`config.mk`:
```
export PLATFORM = sky130hd
export DESIGN_NAME = edo_page_ctrl
export DESIGN_NICKNAME = d
export VERILOG_FILES = /design/src/rtl/edo_pkg.sv /design/src/rtl/edo_run_cnt.sv /design/src/rtl/edo_row_track.sv /design/src/rtl/edo_page_ctrl.sv
export SDC_FILE = /design/constraint.sdc
export NUM_CORES = 1
export LEC_CHECK = 0
export CAP_MARGIN = 20
export CORE_AREA = 5 5 111 113
export CTS_BUF_LIST = sky130_fd_sc_hd__clkbuf_8 sky130_fd_sc_hd__clkbuf_16
export DETAILED_ROUTE_END_ITERATION = 8
export DIE_AREA = 0 0 116 118
export DONT_BUFFER_PORTS = 1
export HOLD_SLACK_MARGIN = 0.08
export PLACE_DENSITY = 0.61
export SLEW_MARGIN = 20
export SYNTH_ARGS = -nofsm -noshare
export SYNTH_HDL_FRONTEND = slang
export SYNTH_SLANG_ARGS = --single-unit
```
`constraint.sdc`:
```
create_clock -name clk -period 2.1 [get_ports clk]
set_input_delay 0.315 -clock clk [delete_from_list [all_inputs] [get_ports clk]]
set_output_delay 0.315 -clock clk [all_outputs]
set_load 0.1 [all_outputs]
```
`src/rtl/edo_pkg.sv`:
```
package edo_pkg;
   typedef enum logic [2:0] {
      ST_IDLE,
      ST_CLOSE,
      ST_PRE,
      ST_RCD,
      ST_COL,
      ST_CAS,
      ST_HOLD
   } edo_state_t;

   function automatic int emax(input int a, input int b);
      return (a > b) ? a : b;
   endfunction
endpackage

```
`src/rtl/edo_run_cnt.sv`:
```
// Saturating run-length counter: number of consecutive sampled cycles with level high.
module edo_run_cnt #(
   parameter int CW    = 4,
   parameter int LIMIT = 3
) (
   input  logic          clk,
   input  logic          rst_n,
   input  logic          level_i,
   output logic [CW-1:0] count_o
);
   always_ff @(posedge clk or negedge rst_n) begin
      if (!rst_n)                     count_o <= '0;
      else if (!level_i)              count_o <= '0;
      else if (count_o < CW'(LIMIT))  count_o <= count_o + 1'b1;
   end
endmodule

```
`src/rtl/edo_row_track.sv`:
```
// Remembers which row is open and flags a page hit for the presented row.
module edo_row_track #(
   parameter int ROW_W = 9
) (
   input  logic             clk,
   input  logic             rst_n,
   input  logic             open_i,
   input  logic             close_i,
   input  logic [ROW_W-1:0] row_load_i,
   input  logic [ROW_W-1:0] row_cmp_i,
   output logic             is_open_o,
   output logic             hit_o
);
   logic [ROW_W-1:0] row_q;

   always_ff @(posedge clk or negedge rst_n) begin
      if (!rst_n) begin
         is_open_o <= 1'b0;
         row_q     <= '0;
      end else if (close_i) begin
         is_open_o <= 1'b0;
      end else if (open_i) begin
         is_open_o <= 1'b1;
         row_q     <= row_load_i;
      end
   end

   assign hit_o = is_open_o && (row_q == row_cmp_i);
endmodule

```
`src/rtl/edo_page_ctrl.sv`:
```
module edo_page_ctrl
   import edo_pkg::*;
#(
   parameter int ROW_W      = 9,
   parameter int COL_W      = 9,
   parameter int DATA_W     = 16,
   parameter int ADDR_W     = ROW_W + COL_W,
   parameter int T_RAS      = 4,
   parameter int T_CAS      = 2,
   parameter int T_RP       = 3,
   parameter int T_RCD      = 2,
   parameter int T_CAC      = 3,
   parameter int IDLE_CLOSE = 16
) (
   input  logic              clk,
   input  logic              rst_n,
   input  logic              req_valid,
   input  logic              req_write,
   input  logic [ADDR_W-1:0] req_addr,
   input  logic [DATA_W-1:0] req_wdata,
   output logic              req_ack,
   output logic              rd_valid,
   output logic [DATA_W-1:0] rd_data,
   output logic [ROW_W-1:0]  dram_addr,
   output logic              dram_ras_n,
   output logic              dram_cas_n,
   output logic              dram_we_n,
   output logic              dram_oe_n,
   output logic [DATA_W-1:0] dram_dq_out,
   output logic              dram_dq_oe,
   input  logic [DATA_W-1:0] dram_dq_in
);
   localparam int PCW = $clog2(emax(emax(T_RCD, T_CAS), T_CAC) + 1) + 1;
   localparam int RCW = $clog2(emax(T_RP, T_RAS) + 1) + 1;
   localparam int ICW = $clog2(IDLE_CLOSE + 1) + 1;

   // elaboration-time parameter checks
   if (T_RAS < 1 || T_CAS < 1 || T_RP < 1 || T_RCD < 1 || T_CAC < 1 || IDLE_CLOSE < 1) begin : g_bad_timing
      $error("edo_page_ctrl: every timing count must be at least 1");
   end
   if (ADDR_W != ROW_W + COL_W) begin : g_bad_addr
      $error("edo_page_ctrl: ADDR_W must equal ROW_W + COL_W");
   end
   if (COL_W > ROW_W) begin : g_bad_col
      $error("edo_page_ctrl: column must fit on the row-wide address bus");
   end

   edo_state_t        state;
   logic [PCW-1:0]    cnt, acc;
   logic [ICW-1:0]    idle_cnt;
   logic              ras_n_q, cas_n_q, we_n_q, oe_n_q, dq_oe_q, ack_q, rdv_q;
   logic [ROW_W-1:0]  addr_q;
   logic [DATA_W-1:0] dq_q, rd_q;
   logic              lat_wr;
   logic [ROW_W-1:0]  lat_row;
   logic [COL_W-1:0]  lat_col;
   logic [DATA_W-1:0] lat_wd;

   // run lengths of the row strobe: index 0 = high (precharge), 1 = low (active)
   logic [RCW-1:0] run_cnt [2];
   for (genvar gi = 0; gi < 2; gi++) begin : g_run
      localparam int LIM = (gi == 0) ? T_RP : T_RAS;
      edo_run_cnt #(.CW(RCW), .LIMIT(LIM)) u_run (
         .clk     (clk),
         .rst_n   (rst_n),
         .level_i ((gi == 0) ? ras_n_q : ~ras_n_q),
         .count_o (run_cnt[gi])
      );
   end

   logic             hi_ok, lo_ok;
   logic [ROW_W-1:0] req_row;
   logic [COL_W-1:0] req_col;
   logic             trk_open, trk_hit;
   logic             go, col_setup, row_open_ev, idle_close, row_close_ev;
   logic             sel_wr;
   logic [COL_W-1:0] sel_col;
   logic [DATA_W-1:0] sel_wd;

   assign hi_ok   = run_cnt[0] >= RCW'(T_RP - 1);
   assign lo_ok   = run_cnt[1] >= RCW'(T_RAS - 1);
   assign req_row = req_addr[ADDR_W-1 -: ROW_W];
   assign req_col = req_addr[COL_W-1:0];

   always_comb begin
      go           = (state == ST_IDLE) && req_valid && !ack_q;
      col_setup    = (go && trk_hit) || ((state == ST_RCD) && (cnt == '0));
      row_open_ev  = (state == ST_PRE) && hi_ok;
      idle_close   = (state == ST_IDLE) && !go && trk_open &&
                     (idle_cnt >= ICW'(IDLE_CLOSE - 1)) && lo_ok;
      row_close_ev = ((state == ST_CLOSE) && lo_ok) || idle_close;
      sel_wr       = (state == ST_IDLE) ? req_write : lat_wr;
      sel_col      = (state == ST_IDLE) ? req_col   : lat_col;
      sel_wd       = (state == ST_IDLE) ? req_wdata : lat_wd;
   end

   edo_row_track #(.ROW_W(ROW_W)) u_track (
      .clk        (clk),
      .rst_n      (rst_n),
      .open_i     (row_open_ev),
      .close_i    (row_close_ev),
      .row_load_i (lat_row),
      .row_cmp_i  (req_row),
      .is_open_o  (trk_open),
      .hit_o      (trk_hit)
   );

   always_ff @(posedge clk or negedge rst_n) begin
      if (!rst_n) begin
         state    <= ST_IDLE;
         cnt      <= '0;
         acc      <= '0;
         idle_cnt <= '0;
         ras_n_q  <= 1'b1;
         cas_n_q  <= 1'b1;
         we_n_q   <= 1'b1;
         oe_n_q   <= 1'b1;
         dq_oe_q  <= 1'b0;
         dq_q     <= '0;
         addr_q   <= '0;
         ack_q    <= 1'b0;
         rdv_q    <= 1'b0;
         rd_q     <= '0;
         lat_wr   <= 1'b0;
         lat_row  <= '0;
         lat_col  <= '0;
         lat_wd   <= '0;
      end else begin
         ack_q <= 1'b0;
         rdv_q <= 1'b0;
         if ((acc != '0) && (state == ST_CAS || state == ST_HOLD))
            acc <= acc - 1'b1;

         if (col_setup) begin
            addr_q  <= ROW_W'(sel_col);
            we_n_q  <= ~sel_wr;
            oe_n_q  <= sel_wr;
            dq_oe_q <= sel_wr;
            dq_q    <= sel_wd;
            state   <= ST_COL;
         end

         unique case (state)
            ST_IDLE: begin
               if (go) begin
                  lat_wr  <= req_write;
                  lat_row <= req_row;
                  lat_col <= req_col;
                  lat_wd  <= req_wdata;
                  if (!trk_hit) state <= trk_open ? ST_CLOSE : ST_PRE;
               end else begin
                  if (idle_cnt < ICW'(IDLE_CLOSE)) idle_cnt <= idle_cnt + 1'b1;
                  if (idle_close) ras_n_q <= 1'b1;
               end
            end
            ST_CLOSE: begin
               if (lo_ok) begin
                  ras_n_q <= 1'b1;
                  state   <= ST_PRE;
               end
            end
            ST_PRE: begin
               if (hi_ok) begin
                  ras_n_q <= 1'b0;
                  addr_q  <= lat_row;
                  cnt     <= PCW'(T_RCD - 1);
                  state   <= ST_RCD;
               end
            end
            ST_RCD: begin
               if (cnt != '0) cnt <= cnt - 1'b1;
            end
            ST_COL: begin
               cas_n_q <= 1'b0;
               cnt     <= PCW'(T_CAS - 1);
               acc     <= PCW'(T_CAC);
               state   <= ST_CAS;
            end
            ST_CAS: begin
               if (cnt == '0) begin
                  cas_n_q <= 1'b1;
                  state   <= ST_HOLD;
               end else begin
                  cnt <= cnt - 1'b1;
               end
            end
            ST_HOLD: begin
               if (lat_wr || (acc == '0)) begin
                  if (!lat_wr) begin
                     rd_q  <= dram_dq_in;
                     rdv_q <= 1'b1;
                  end
                  ack_q    <= 1'b1;
                  dq_oe_q  <= 1'b0;
                  we_n_q   <= 1'b1;
                  oe_n_q   <= 1'b1;
                  idle_cnt <= '0;
                  state    <= ST_IDLE;
               end
            end
            default: state <= ST_IDLE;
         endcase
      end
   end

   assign req_ack     = ack_q;
   assign rd_valid    = rdv_q;
   assign rd_data     = rd_q;
   assign dram_addr   = addr_q;
   assign dram_ras_n  = ras_n_q;
   assign dram_cas_n  = cas_n_q;
   assign dram_we_n   = we_n_q;
   assign dram_oe_n   = oe_n_q;
   assign dram_dq_out = dq_q;
   assign dram_dq_oe  = dq_oe_q;
endmodule

```
==> results.sh <==
export IMPL_chipWidth_um=116
export IMPL_std_cell_rows=39
export IMPL_synth_top_area_cell="dfrtp_1"
export IMPL_rsz0062_at_grt="false"
export IMPL_cts_tree="yes"
export IMPL_tns_ps=0
export IMPL_maxCapViolCount=0
export IMPL_crit_type="reg2reg"
export IMPL_ys_top_cells_by_area="dfrtp_1, nand2_1, mux2_2"
export IMPL_path_cells="nor3_4, nand4_1, nor4_2, or2_1, buf_4, mux2_1"
export IMPL_setup_viol=0
export IMPL_synth_edf_count=0
export IMPL_seq_area_frac_synth_pct=55.4
export IMPL_numPortBuffers=0
export IMPL_clkSlewWorstSetupHoldPaths_ps=50
export IMPL_drtIter0Drc=201
export IMPL_r2r_start="state[0]"
export IMPL_synth_nets=560
export IMPL_io_pins=102
export IMPL_endpoint_kind="register"
export IMPL_yosysTopAreaCellShare_pct=53.4
export IMPL_slew_headroom_pct=37.7
export IMPL_cts_inserted_buffers=17
export IMPL_die_h_um=118
export IMPL_synth_area_mm2=0.00525
export IMPL_grt_pass1_wl_mm=20.7
export IMPL_ys_warnings_count=0
export IMPL_cts_sinks=116
export IMPL_vias=3844
export IMPL_reg2reg_depth=6
export IMPL_cp_arrival_ps=2200
export IMPL_antenna_left=0
export IMPL_synthTopCellsByCount="nand2_1, dfrtp_1, mux2_2"
export IMPL_drt_first_pass_iters=5
export IMPL_violations="negative hold slack"
export IMPL_grt_usage_pct=19.5
export IMPL_cp_buffers_inverters=1
export IMPL_synth_most_common_cell="nand2_1"
export IMPL_synth_seq_cells=116
export IMPL_synth_avg_cell_area_um2=10.5
export IMPL_placeableCoreArea_mm2=0.0112
export IMPL_dieArea_mm2=0.0137
export IMPL_syn_inst=498
export IMPL_fin_util_pct=58.9
export IMPL_cts_root_buf="clkbuf_16"
export IMPL_hpwlAfterDp_mm=7.83
export IMPL_area_growth_pct=26.0
export IMPL_status="finished with violations"
export IMPL_ys_types=49
export IMPL_fin_crit_sh_pct=91.2
export IMPL_max_stage_delay_ps=470
export IMPL_remaining_drc_errors=0
export IMPL_cp_top_family="simple AND/OR/NAND/NOR gates"
export IMPL_worstPathRequired_ps=2380
export IMPL_cts_buffer_depth=2
export IMPL_hold_buffers=51
export IMPL_hold_viol_final=116
export IMPL_viasPerCell=5.27
export IMPL_cp_slowest_cell="dfrtp_1"
export IMPL_synth_ff_type="dfrtp_1"
export IMPL_r2r_slack_ps=180
export IMPL_initial_utilization_pct=46.7
export IMPL_wirelength_mm=12.6
export IMPL_slew_viol_final=0
export IMPL_grt_start_max_net_pins=117
export IMPL_async_flop_share_pct=100
export IMPL_clk_latency_ps=410
export IMPL_nets=637
export IMPL_finalClockSkew_ps=8.14
export IMPL_drt_wirelength_per_cell_um=17.2
export IMPL_crit_path_start_kind="register"
export IMPL_hold_class="in2async"
export IMPL_htree_levels=4
export IMPL_path_max_fanout=9
export IMPL_fin_crit_ps=1920
export IMPL_r2r_end="dram_dq_out[7]"
export IMPL_drive_gt1_share_pct=16.9
export IMPL_grt_pass1_vias=4063
export IMPL_max_clock_freq_mhz=522
export IMPL_routabilityCongestion=0.822
export IMPL_whs_ps=-389
export IMPL_tightest_slew_ps=934
export IMPL_antenna_found_initial=0
export IMPL_num_antenna_cells=0
export IMPL_grt_overflow_total=0
==> sequential cells by signal, indices dropped and copies added (netlist names), 3 cells and up <==
signal and cells:
dram_dq_out 16, rd_data 16, acc 3, g_run.u_run.count_o 8, idle_cnt 6, cnt 3, lat_wd 16, state 3
u_track.row_q 9, dram_addr 9, lat_row 9, lat_col 9
==> through the flow <==
stage	cells	hold WS (ps)	cell area (µm²)	worst slack, ps
after floorplan	498	19.4	5250	175
after global placement	648	27.6	5570	103
after detailed placement	648	28.0	5570	55.2
after CTS	729	-411	6590	31.3
after global routing	729	-418	6610	6.24
final	729	-389	6610	185
==> worst max path at each step <==
stage | start | endpoint | slack [ps] | depth (start not counted)
finish | state[0] | dram_dq_out[7] | 180 | 6
global placement | state[1] | dram_addr[5] | 100 | 6
detailed placement | state[1] | dram_addr[2] | 60 | 6
global route | u_track.row_q[7] | dram_dq_out[7] | 6 | 6
floorplan | req_ack | dram_dq_out[0] | 170 | 6
CTS | g_run[0].u_run.count_o[0] | dram_addr[2] | 30 | 8
==> cells by family (layout without fill, tap and decap cells) <==
| family | after synthesis | count (layout) | share of synthesized area [%] |
|---|---|---|---|
| buffers and inverters | 38 | 126 | 3.46 |
| AOI/OAI and AO/OA | 60 | 60 | 7.30 |
| adders and majority gates | 9 | 9 | 2.10 |
| DFF | 116 | 116 | 55.4 |
| and+or+nand+nor | 206 | 206 | 17.7 |
| xor gates and xnor gates | 11 | 11 | 1.84 |
| muxes | 58 | 58 | 12.2 |
==> layout by cell type, fill, tap and decap left out, types with 2 or more instances in the layout <==
cell             n
a21o_1           2
a21oi_1         18
a311oi_1         2
a31oi_1          3
and2_1           6
and3b_1          2
buf_12           3
buf_4           26
clkbuf_16       17
clkbuf_8         3
clkinv_2         4
dfrtp_1        111
dfstp_2          4
dlygate4sd3_1   51
ha_1             8
inv_1           20
mux2_1          19
mux2_2          29
mux2i_1         10
nand2_1        143
nand2b_1         4
nand3_1          5
nand3b_1         2
nand4_1          2
nor2_1          12
nor2b_1          2
nor3_1           5
nor3_4           2
nor4_1           2
o211a_1          2
o211ai_1         2
o21ai_0         11
o22ai_1         11
or3_1           12
xnor2_1         11
==> layer usage <==
metal  up-vias  GRT usage, %  share of wire (%)
met2       106          31.6                 50
met5         -             0                  0
met4         0          8.70                2.1
li1       1835             -                  -
met1      1885          23.8                 42
met3        18          5.86                6.3
==> layout make-up <==
type | count | area, µm²
Fill cell | 958 | 4620
Sequential cell | 116 | 2910
Multi-Input combinational cell | 344 | 2180
Timing Repair Buffer | 80 | 766
Clock buffer | 20 | 467
Tap cell | 143 | 179
Inverter | 16 | 60.1
Clock inverter | 10 | 46.3
==> worst reg2reg max path: stages (launching register included) <==
cell     delay (ps)
dfrtp_1         470
nor3_4          280
nand4_1         130
nor4_2          190
or2_1           170
buf_4           190
mux2_1          360
==> what timing repair did <==
item                                   4_1_cts  5_1_grt
setup buffers                                0        0
resized for setup                            0        3
endpoints found under the hold margin      167      116
setup endpoints to repair                    0       32
Power is not shown: default switching activity piles up to over one toggle a cycle in this logic, so the estimate is an artifact.
